$ cat src/rtl/cpwm3_timer.sv
module cpwm3_timer #(
  parameter int CW  = 16,
  parameter int NPH = 3
) (
  input  logic              clk_i,
  input  logic              rst_ni,
  input  logic              start_i,
  input  logic              stop_i,
  input  logic [CW-1:0]     dead_i,
  input  logic [CW-1:0]     half_i,
  input  logic [NPH*CW-1:0] duty_i,
  input  logic              pol_pos_i,
  input  logic              pol_neg_i,
  input  logic [2*NPH-1:0]  pin_en_i,
  input  logic              tgl_en_i,
  output logic [NPH-1:0]    pos_o,
  output logic [NPH-1:0]    neg_o,
  output logic              tgl_o
);

  logic          run, up;
  logic [CW-1:0] cnt_a, cnt_b, dt, h_act;
  logic [CW-1:0] duty_act [NPH];
  logic [CW:0]   b_nxt;
  logic          crest, trough;

  assign b_nxt  = {1'b0, cnt_b} + {{CW{1'b0}}, 1'b1};
  assign crest  = run && (cnt_b == h_act);
  assign trough = run && (cnt_b == '0);

  always_ff @(posedge clk_i or negedge rst_ni) begin
    if (!rst_ni) begin
      run   <= 1'b0;
      up    <= 1'b1;
      cnt_a <= '0;
      cnt_b <= '0;
      dt    <= '0;
      h_act <= '0;
      tgl_o <= 1'b0;
      for (int i = 0; i < NPH; i++) duty_act[i] <= '0;
    end else if (!run) begin
      if (start_i) begin
        run   <= 1'b1;
        up    <= 1'b1;
        dt    <= dead_i;
        cnt_a <= dead_i;
        cnt_b <= '0;
        h_act <= half_i;
        for (int i = 0; i < NPH; i++) duty_act[i] <= duty_i[i*CW +: CW];
      end
    end else if (stop_i) begin
      run <= 1'b0;
    end else begin
      if (up) begin
        cnt_a <= cnt_a + 1'b1;
        cnt_b <= cnt_b + 1'b1;
        if (b_nxt >= {1'b0, h_act}) up <= 1'b0;
      end else begin
        cnt_a <= cnt_a - 1'b1;
        cnt_b <= cnt_b - 1'b1;
        if (cnt_b == {{(CW-1){1'b0}}, 1'b1}) up <= 1'b1;
      end
      if (crest || trough) begin
        h_act <= half_i;
        for (int i = 0; i < NPH; i++) duty_act[i] <= duty_i[i*CW +: CW];
      end
      if (trough && tgl_en_i) tgl_o <= ~tgl_o;
    end
  end

  for (genvar g = 0; g < NPH; g++) begin : g_phase
    logic pos_act, neg_act;
    assign pos_act  = run && (cnt_a < duty_act[g]);
    assign neg_act  = run && (cnt_b >= duty_act[g]);
    assign pos_o[g] = (pin_en_i[g] && pos_act) ? pol_pos_i : ~pol_pos_i;
    assign neg_o[g] = (pin_en_i[NPH+g] && neg_act) ? pol_neg_i : ~pol_neg_i;

    p_no_overlap_r5: assert property (@(posedge clk_i) disable iff (!rst_ni)
      !(pos_act && neg_act));
    p_duty_hold_r6: assert property (@(posedge clk_i) disable iff (!rst_ni)
      run && !crest && !trough |=> $stable(duty_act[g]));
  end

  p_offset_r3: assert property (@(posedge clk_i) disable iff (!rst_ni)
    run |-> (cnt_a - cnt_b) == dt);
  p_rise_bound_r3: assert property (@(posedge clk_i) disable iff (!rst_ni)
    run && up |-> cnt_b <= h_act);
  p_half_hold_r6: assert property (@(posedge clk_i) disable iff (!rst_ni)
    run && !crest && !trough |=> $stable(h_act));
  p_dead_hold_r10: assert property (@(posedge clk_i) disable iff (!rst_ni)
    run |=> $stable(dt));
  p_idle_hold_r11: assert property (@(posedge clk_i) disable iff (!rst_ni)
    !run && !start_i |=> $stable(cnt_b) && $stable(tgl_o));
  p_tgl_hold_r9: assert property (@(posedge clk_i) disable iff (!rst_ni)
    !tgl_en_i |=> $stable(tgl_o));

endmodule

$ cat config.mk
export PLATFORM = sky130hd
export DESIGN_NAME = cpwm3_timer
export DESIGN_NICKNAME = d
export VERILOG_FILES = /design/src/rtl/cpwm3_timer.sv
export SDC_FILE = /design/constraint.sdc
export NUM_CORES = 1
export LEC_CHECK = 0
export BUFFER_PORTS_ARGS = -buffer_cell sky130_fd_sc_hd__buf_2
export CORE_ASPECT_RATIO = 1.1
export CORE_MARGIN = 10
export CORE_UTILIZATION = 60
export DETAILED_ROUTE_END_ITERATION = 12
export PLACE_DENSITY_LB_ADDON = 0.3
export SETUP_SLACK_MARGIN = 0.4
export SYNTH_ARGS = -nofsm -noshare
export SYNTH_HDL_FRONTEND = slang
export SYNTH_SLANG_ARGS = --single-unit
export TNS_END_PERCENT = 50
$ cat constraint.sdc
create_clock -name clk_i -period 3.4 [get_ports clk_i]
set_input_delay 0.17 -clock clk_i [delete_from_list [all_inputs] [get_ports clk_i]]
set_output_delay 0.17 -clock clk_i [all_outputs]
set_load 0.02 [all_outputs]
; ---- Word-level counts from Yosys, hierarchy flattened
; Cells that the tools add are included.
[classes]
n_addsub = 5
n_lt_le_gt_ge = 7
n_eq_ne = 4
mux = 31
bitwise = 4
n_reduce_logical = 21
[op_table]
columns = cell, n
row1 = 16-bit 2-to-1 mux, 12
row2 = 48-bit 2-to-1 mux, 4
row3 = 16-bit >= comparator, 3
row4 = 16-bit < comparator, 3
row5 = "16-bit by 1-bit adder with 16-bit output, second input constant", 2
row6 = "16-bit by 1-bit subtractor with 16-bit output, second input constant", 2
row7 = "16-bit by 1-bit adder with 17-bit output, second input constant", 1
row8 = 17-bit by 16-bit >= comparator with 1-bit output, 1
row9 = "16-bit by 1-bit equality test with 1-bit output, second input constant", 1
row10 = 16-bit equality test, 1
row11 = 16-bit zero test, 1
row12 = 1-bit logical AND, 15
row13 = 1-bit 2-to-1 mux, 15
row14 = 3-bit AND reduction, 2
row15 = 1-bit inverter, 4
row16 = "2-bit by 1-bit != test with 1-bit output, second input constant", 1
row17 = "2-bit != test, second input constant", 1
row18 = 2-bit AND reduction, 1
row19 = 2-bit nonzero test, 1
row20 = 1-bit logical OR, 1
[totals]
register_bits = 99
inputBits = 93
out_inout_bits = 7

; ---- Logic depth before layout (Yosys ltp)
; Gate-level depths: netlist of run 1.
[depth]
ltp_word = 6
depth_mapped = 13
mapped_depth_nobuf = 12

; ---- Worst setup path after synthesis of run 1
; Ideal clock, no wire load.
[synth_path]
kind = reg2reg
startpoint = register up
endpoint = register cnt_a[14]
setup_ns = 0.094
t_arrival_ns = 3.078
t_required_ns = 3.306
setup_slack_ns = 0.228
path_stages_with_launch = 9
path_buffers = 0
period_less_slack_ns = 3.172
cell_sequence = dfstp_2 clkinv_1 fa_1 a211oi_1 nor4_1 a2111oi_0 o21ai_0 mux2i_1 a211oi_1
[synth_between]
elab_chain_cells = 3
[synth_lines]
columns = element, line
row1 = start: declaration, 21  ; logic run, up;
row2 = start signal: assignment, 34  ; up <= 1'b1;
row3 = start signal: assignment, 44  ; up <= 1'b1;
row4 = start signal: assignment, 57  ; if (b_nxt >= {1'b0, h_act}) up <= 1'b0;
row5 = 16-bit 2-to-1 mux, 54  ; if (up) begin
row6 = 16-bit 2-to-1 mux, 51  ; end else if (stop_i) begin
row7 = 16-bit 2-to-1 mux, 41  ; end else if (!run) begin
row8 = end signal: assignment, 46  ; cnt_a <= dead_i;
row9 = end signal: assignment, 55  ; cnt_a <= cnt_a + 1'b1;
row10 = end signal: assignment, 59  ; cnt_a <= cnt_a - 1'b1;
row11 = end: declaration, 22  ; logic [CW-1:0] cnt_a, cnt_b, dt, h_act;
; Every way passes these cells. The select of a mux whose other input is x is not followed.
; A chain may end at the register's enable or synchronous reset.

; ---- Final worst setup path of run 1
[layout_path]
startpoint = register cnt_b[4]
endpoint = register h_act[8]
[layout_between]
elab_chain_cells = 5
word_cells_on_any_way = 7
classes_between = eq/ne: 2 / reduce/logical: 5
[layout_lines]
columns = element, line
row1 = start: declaration, 22
row2 = start signal: assignment, 56  ; cnt_b <= cnt_b + 1'b1;
row3 = start signal: assignment, 60  ; cnt_b <= cnt_b - 1'b1;
row4 = 16-bit equality test / 16-bit zero test (equally long branches), "28, 29"
row5 = 1-bit logical AND (on tied branches), "28, 29"
row6 = 1-bit logical OR (*), 63  ; if (crest || trough) begin
row7 = 2-bit by 1-bit != test with 1-bit output (no line) (*), --
row8 = 3-bit AND reduction (no line) (*), --
row9 = end signal: assignment, 48  ; h_act <= half_i;
row10 = end signal: assignment, 64  ; h_act <= half_i;
row11 = end: declaration, 22
; Every way passes the cells marked *; elsewhere a longest branch is shown, timed or not.

==> results.json, run 1 <==
{
  "setup_viol": 0,
  "final_cell_mix": "sky130_fd_sc_hd__ha_1, sky130_fd_sc_hd__buf_2, sky130_fd_sc_hd__dfrtp_1",
  "cp_data_required_time_ps": 3640,
  "critPathKind": "reg -> reg",
  "drt_first_iter_violations": 573,
  "clock_transition_at_path_regs_ps": 70,
  "finish.net_count": 1172,
  "worstSetupStartpointType": "flop",
  "reg2reg_from": "cnt_b[4]",
  "grt_setup_unrepaired": "true",
  "globalRouteTotalUtil": 0.2192,
  "fin_cells": 1144,
  "power_frac_seq": 0.282,
  "final_sum_of_negative_setup_slack_ps": 0,
  "die_area_um2": 19030,
  "path_max_fanout": 26,
  "dieHeight_um": 143.7,
  "detailroute.wirelength.met2_um": 10200,
  "reg2reg_depth": 7,
  "dr.pass1.iters": 4,
  "share_of_the_synthesized_area_in_the_top_cell_type": 0.2938,
  "ctsLongestPathBuffers": 2,
  "maxClockFrequency_mhz": 346.0,
  "routedLengthMet1_um": 9442,
  "pwr-share-comb": 0.587,
  "worst-slew-pin-transition_ps": 1010,
  "clkLatencyLatePin_ps": 350,
  "power_density_over_cell_area_nw_per_um2": 883.6,
  "grt_pass1_vias": 6660,
  "antennaDiodeCount": 0,
  "netSwitchingPower_w": 0.003609,
  "finalClockSkew_ps": 9.291,
  "reg2reg_to": "h_act[8]",
  "p_int_w": 0.004669,
  "worstPathArrival_ps": 3130,
  "cts.root.buffer_cell": "sky130_fd_sc_hd__clkbuf_16",
  "vdd_drop_max_mv": 0.4658,
  "ys_async_sr_fraction": 1.000,
  "route.met3.wl_um": 920,
  "p_sw_frac": 0.4360,
  "clock_power_share": 0.131,
  "synth_top_cell_by_area": "sky130_fd_sc_hd__dfrtp_1",
  "gr_overflow_total": 0,
  "numClockSinks": 99,
  "numPlacedInstances": 1125,
  "viasPerCell": 5.854,
  "ys.flop_type": "sky130_fd_sc_hd__dfrtp_1",
  "core_area_um2": 13740,
  "maximum_level_of_the_cts_h_tree": 3,
  "cts_inserted_buffers": 9,
  "drt_drc_violations_left": 0,
  "holdCritPathClass": "in -> async",
  "status": "finished with violations",
  "ys_types": 58,
  "postSynthNetCount": 1078,
  "grt_start_max_net_pins": 80,
  "crit_share_post_route": 0.8501,
  "r2r_setup_slack_ps": 510,
  "synth.cell_area_um2": 8347,
  "cts_tree": "done",
  "wl_per_cell_um": 18.42,
  "ant_nets": 0,
  "finalHoldViolations": 27,
  "placementRows": 45,
  "drv_slew": 0,
  "area_growth_syn_to_layout_pct": 12.25,
  "die_x_um": 132.5,
  "maxCapViolCount": 0,
  "routabilityCongestion": 0.9049,
  "yosys_register_bits": 99,
  "uppermost_metal_layer_occupied_by_signal_nets": "met4",
  "syn_inst": 857,
  "failed_checks": "hold timing",
  "io_pins": 100,
  "power_leakage_nw": 4.844,
  "detailroute.via_count": 6697,
  "synthesis.area_per_instance_um2": 9.740,
  "layout.cells.most_common": "sky130_fd_sc_hd__ha_1",
  "grt_first_pass_wirelength_um": 33820,
  "fin_hold_ws_ps": -28.04,
  "wirelength_um": 21070,
  "initial_standard_cell_utilization_of_the_core": 0.6076,
  "half_perimeter_wire_length_after_placement_um": 16330,
  "drive_above_1_share": 0.2333,
  "crit_path_end_kind": "flop",
  "yosysWarningCount": 0,
  "ys_seq_area_frac": 0.2970,
  "relSlewSlack": 0.3264,
  "ys_top_cells_by_area": "sky130_fd_sc_hd__dfrtp_1, sky130_fd_sc_hd__ha_1, sky130_fd_sc_hd__mux2_4, sky130_fd_sc_hd__a21oi_1, sky130_fd_sc_hd__inv_1",
  "finalCriticalPeriod_ps": 2890,
  "place.port_buffers": 99,
  "initial_antenna_violation_count": 0,
  "synth_edf_count": 0
}
kinds of logic after synthesis:
group | synth area share
and+or+nand+nor | 0.1145
DFF | 0.2970
AOI/OAI and AO/OA | 0.1546
adders and majority gates | 0.1928
xor gates and xnor gates | 0.05561
muxes | 0.1270
buffers and inverters | 0.05861
power groups by stage:
stage | sequential [W] | clock, W | combinational, W
floorplan | 0.00210 | 0 | 0.00381
global placement | 0.00233 | 0 | 0.00460
detailed placement | 0.00234 | 0 | 0.00474
CTS | 0.00233 | 0.00109 | 0.00479
global route | 0.00241 | 0.00115 | 0.00545
finish | 0.00234 | 0.00108 | 0.00486
stage by stage:
step / setup slack [ps] / hold WS [ps] / area (µm²) / util / total power [W]
3_5_place_dp: 484.4 / 404.1 / 9017 / 0.6564 / 0.007083
5_1_grt: 389.4 / 40.50 / 9369 / 0.6820 / 0.009008
6_report: 509.7 / -28.04 / 9369 / 0.6820 / 0.008278
2_1_floorplan: 431.8 / -125.6 / 8348 / - / 0.005903
3_3_place_gp: 526.2 / 399.7 / 9017 / 0.6564 / 0.006927
4_1_cts: 449.1 / 35.13 / 9330 / 0.6791 / 0.008209
worst max-delay path, stage by stage (launching register included):
cell and delay [ps]:
sky130_fd_sc_hd__dfrtp_2 490, sky130_fd_sc_hd__or4_4 590, sky130_fd_sc_hd__nor4b_4 330, sky130_fd_sc_hd__and2_2 240, sky130_fd_sc_hd__nand2_2 70, sky130_fd_sc_hd__a31oi_4 220
sky130_fd_sc_hd__buf_4 440, sky130_fd_sc_hd__mux2_2 390
repair_timing:
item	CTS	global route
gates resized for setup	0	9
setup buffers	0	3
hold buffers	0	0
setup endpoints to repair	0	12
registers in the layout, summed over array words and instances, names as in the netlist:
name      flops
cnt_a        16
cnt_b        16
duty_act     48
h_act        16
run           1
tgl_o         1
up            1
routing by layer:
| layer | track usage | vias to the layer above |
|---|---|---|
| li1 | - | 3287 |
| met1 | 0.2811 | 3182 |
| met2 | 0.3690 | 189 |
| met3 | 0.02793 | 39 |
| met4 | 0.08517 | 0 |
| met5 | 0 | - |
synth_stat cells, types with 2 or more instances:
| library cell | n |
|---|---|
| sky130_fd_sc_hd__ha_1 | 127 |
| sky130_fd_sc_hd__dfrtp_1 | 98 |
| sky130_fd_sc_hd__inv_1 | 71 |
| sky130_fd_sc_hd__a21oi_1 | 60 |
| sky130_fd_sc_hd__mux2_4 | 60 |
| sky130_fd_sc_hd__nand2_1 | 51 |
| sky130_fd_sc_hd__o21ai_0 | 45 |
| sky130_fd_sc_hd__nor2_1 | 42 |
| sky130_fd_sc_hd__xor2_1 | 30 |
| sky130_fd_sc_hd__clkbuf_1 | 28 |
| sky130_fd_sc_hd__xnor2_1 | 23 |
| sky130_fd_sc_hd__nand3_1 | 19 |
| sky130_fd_sc_hd__nand4_1 | 19 |
| sky130_fd_sc_hd__a21o_1 | 17 |
| sky130_fd_sc_hd__a211oi_1 | 14 |
| sky130_fd_sc_hd__a31oi_1 | 12 |
| sky130_fd_sc_hd__nor2b_1 | 11 |
| sky130_fd_sc_hd__nor4_1 | 10 |
| sky130_fd_sc_hd__o211ai_1 | 9 |
| sky130_fd_sc_hd__mux2i_1 | 8 |
| sky130_fd_sc_hd__nand2b_1 | 8 |
| sky130_fd_sc_hd__mux2_2 | 7 |
| sky130_fd_sc_hd__nor3_1 | 7 |
| sky130_fd_sc_hd__o31ai_1 | 7 |
| sky130_fd_sc_hd__a211o_1 | 6 |
| sky130_fd_sc_hd__buf_8 | 6 |
| sky130_fd_sc_hd__a22o_1 | 5 |
| sky130_fd_sc_hd__a21boi_0 | 4 |
| sky130_fd_sc_hd__and3_1 | 4 |
| sky130_fd_sc_hd__nand3b_1 | 4 |
| sky130_fd_sc_hd__a22oi_1 | 3 |
| sky130_fd_sc_hd__a31o_2 | 3 |
| sky130_fd_sc_hd__a32oi_1 | 3 |
| sky130_fd_sc_hd__and4_1 | 3 |
| sky130_fd_sc_hd__o21a_1 | 3 |
| sky130_fd_sc_hd__o22ai_1 | 3 |
| sky130_fd_sc_hd__or3_1 | 3 |
| sky130_fd_sc_hd__a221o_1 | 2 |
| sky130_fd_sc_hd__buf_1 | 2 |
| sky130_fd_sc_hd__or2_2 | 2 |
worst max-delay path by stage:
stage	startpoint	endpoint	cells after the start
2_1_floorplan	cnt_b[2]	up	13
3_3_place_gp	cnt_b[4]	h_act[6]	7
3_5_place_dp	cnt_b[1]	up	11
4_1_cts	cnt_b[1]	up	11
5_1_grt	cnt_b[0]	up	13
6_report	cnt_b[4]	h_act[8]	7
cell type report:
type | instances | area, µm²
clock inverters | 5 | 60.06
well taps | 188 | 235.2
inverters | 72 | 272.8
clock buffers | 11 | 252.7
multi-input cells | 648 | 5388
repair buffers | 121 | 675.6
flip-flops and latches | 99 | 2485
fillers | 1101 | 4369
No activity file was read; power rests on OpenSTA's default activity.
==> run 2, diff against run 1 <==
--- a/config.mk
+++ b/config.mk
@@ -6,9 +6,11 @@
 export NUM_CORES = 1
 export LEC_CHECK = 0
 export BUFFER_PORTS_ARGS = -buffer_cell sky130_fd_sc_hd__buf_2
+export CELL_PAD_IN_SITES_DETAIL_PLACEMENT = 1
+export CELL_PAD_IN_SITES_GLOBAL_PLACEMENT = 1
 export CORE_ASPECT_RATIO = 1.1
 export CORE_MARGIN = 10
-export CORE_UTILIZATION = 60
+export CORE_UTILIZATION = 47
 export DETAILED_ROUTE_END_ITERATION = 12
 export PLACE_DENSITY_LB_ADDON = 0.3
 export SETUP_SLACK_MARGIN = 0.4
==> run 2 against run 1 <==
The flow still finishes with violations (hold timing); cell area rose by 1.0%; clock skew shrank 2.7 ps; first-iteration DRC count decreased by 28%; sequential power about the same; global-route usage fell by 1.4 points; clock power hardly changed; count of clock-buffer cells in the layout is the same; setup slack improved by 14 ps; wire length is 15% higher; utilization is 14 points lower; sequential share of layout area is 0.26 points lower; total power is 2.0% higher.
==> results.json, run 2 (synthesized netlist as in run 1, its figures left out) <==
{
  "final_sum_of_negative_setup_slack_ps": 0,
  "critPathSlowestCell": "sky130_fd_sc_hd__or4_4",
  "grt_setup_unrepaired": "true",
  "placementRows": 51,
  "setup_slack_ps": 523.4,
  "top_register": "duty_act",
  "grt_first_pass_wirelength_um": 39390,
  "die_x_um": 147.1,
  "wirelength_um": 24240,
  "crit_path_end_kind": "flop",
  "largest_reg_flops": 48,
  "grt_start_max_net_pins": 75,
  "reg2reg_from": "cnt_b[4]",
  "drt_drc_violations_left": 0,
  "globalRouteTotalUtil": 0.2049,
  "dr.pass1.iters": 4,
  "routabilityCongestion": 0.8578,
  "crit_share_post_route": 0.8461,
  "initial_antenna_violation_count": 0,
  "nFillCells": 2044,
  "initial_standard_cell_utilization_of_the_core": 0.4757,
  "drv_slew": 0,
  "viasPerCell": 5.719,
  "failed_checks": "hold timing",
  "reg2reg_to": "h_act[6]",
  "die_area_um2": 23500,
  "gr_overflow_total": 0,
  "setup_viol": 0,
  "r2r_setup_slack_ps": 520,
  "path_max_fanout": 54,
  "worstPathArrival_ps": 3120,
  "drt_first_iter_violations": 411,
  "clkLatencyLatePin_ps": 350,
  "ctsLongestPathBuffers": 2,
  "final_cell_mix": "sky130_fd_sc_hd__ha_1, sky130_fd_sc_hd__buf_2, sky130_fd_sc_hd__dfrtp_1",
  "cp_data_required_time_ps": 3640,
  "total_power_w": 0.008441,
  "power_density_over_cell_area_nw_per_um2": 891.8,
  "worstSetupStartpointType": "flop",
  "finish.net_count": 1173,
  "io_pins": 100,
  "grt_pass1_vias": 7333,
  "maxClockFrequency_mhz": 347.6,
  "maximum_level_of_the_cts_h_tree": 3,
  "critical-path-max-stage-delay_ps": 600,
  "place.port_buffers": 99,
  "numClockSinks": 99,
  "vdd_drop_max_mv": 0.4002,
  "clock_transition_at_path_regs_ps": 70,
  "post-place-ws_ps": 322.2,
  "numPlacedInstances": 1176,
  "worst-slew-pin-transition_ps": 978.3,
  "core_area_um2": 17550,
  "half_perimeter_wire_length_after_placement_um": 19040,
  "reg2reg_depth": 7,
  "layout.cells.most_common": "sky130_fd_sc_hd__ha_1",
  "wl_per_cell_um": 20.28,
  "finalClockSkew_ps": 6.589,
  "finalCriticalPeriod_ps": 2877,
  "cts_hold_buffers": 0,
  "cts_tree": "done",
  "critPathKind": "reg -> reg",
  "multiInputGateArea_um2": 5421,
  "cts.root.buffer_cell": "sky130_fd_sc_hd__clkbuf_16",
  "finalHoldViolations": 33,
  "ant_nets": 0,
  "drive_above_1_share": 0.2393,
  "fin_hold_ws_ps": -25.66,
  "detailroute.via_count": 6834,
  "status": "finished with violations",
  "antennaDiodeCount": 0,
  "relSlewSlack": 0.3478,
  "fin_cells": 1195,
  "maxCapViolCount": 0,
  "power_leakage_nw": 4.845,
  "holdCritPathClass": "in -> async",
  "sequential_cell_area_um2": 2486,
  "timing.critical_path.cells": "or4_4 -> nor4b_4 -> and2_2 -> nand2_2 -> a31oi_4 -> buf_12 -> mux2_2",
  "dieHeight_um": 159.8,
  "cts_inserted_buffers": 9,
  "area_growth_syn_to_layout_pct": 13.40
}
run 2: how the worst max path moves through the flow:
stage	startpoint	endpoint	slack (ps)	cells past startpoint
2_1_floorplan	cnt_b[2]	up	430	13
3_3_place_gp	cnt_b[1]	up	420	11
3_5_place_dp	cnt_b[1]	up	320	13
4_1_cts	cnt_b[2]	up	420	12
5_1_grt	cnt_b[1]	up	370	13
6_report	cnt_b[4]	h_act[6]	520	7
run 2: final cells by class:
cell class | instances | share of cell area
clock buffer | 11 | 0.02564
clock inverter | 5 | 0.006609
inverter | 72 | 0.02868
multi-input combinational | 648 | 0.5728
sequential | 99 | 0.2627
tap | 238 | 0.03146
timing repair buffer | 122 | 0.07217
run 2: timing repair:
action / CTS / global route
gates cloned: 0 / 0
resized for setup: 4 / 11
buffers inserted: 1 / 2
setup endpoints to repair: 2 / 7
run 2: worst max-delay path: cells and delay by family (launching register included):
| kind | cells | cell delay, ps |
|---|---|---|
| flip-flops | 1 | 510 |
| multiplexers | 1 | 380 |
| AO/OA/AOI/OAI | 1 | 220 |
| AND/OR/NAND/NOR | 4 | 1230 |
| buffers and inverters | 1 | 340 |
run 2: stage by stage:
step / instance area [µm²] / utilization / hold slack, ps
floorplan: 8348 / - / -125.6
global placement: 9087 / 0.5179 / 386.2
detailed placement: 9087 / 0.5179 / 402.3
CTS: 9407 / 0.5360 / 19.90
global route: 9465 / 0.5394 / 31.96
finish: 9465 / 0.5394 / -25.66
run 2: power by group:
| group | internal [W] | switching (W) | leakage [nW] |
|---|---|---|---|
| Sequential | 0.00172 | 0.000640 | 1.18 |
| Combinational | 0.00237 | 0.00262 | 3.52 |
| Clock | 0.000595 | 0.000499 | 0.142 |
| Total | 0.00468 | 0.00376 | 4.84 |
run 2: layer usage:
metal / up-vias / share of wire / track usage
met3: 19 / 0.029 / 0.02826
met4: 0 / 0.014 / 0.04914
met2: 114 / 0.52 / 0.3632
li1: 3281 / - / -
met5: - / 0 / 0
met1: 3420 / 0.44 / 0.2551
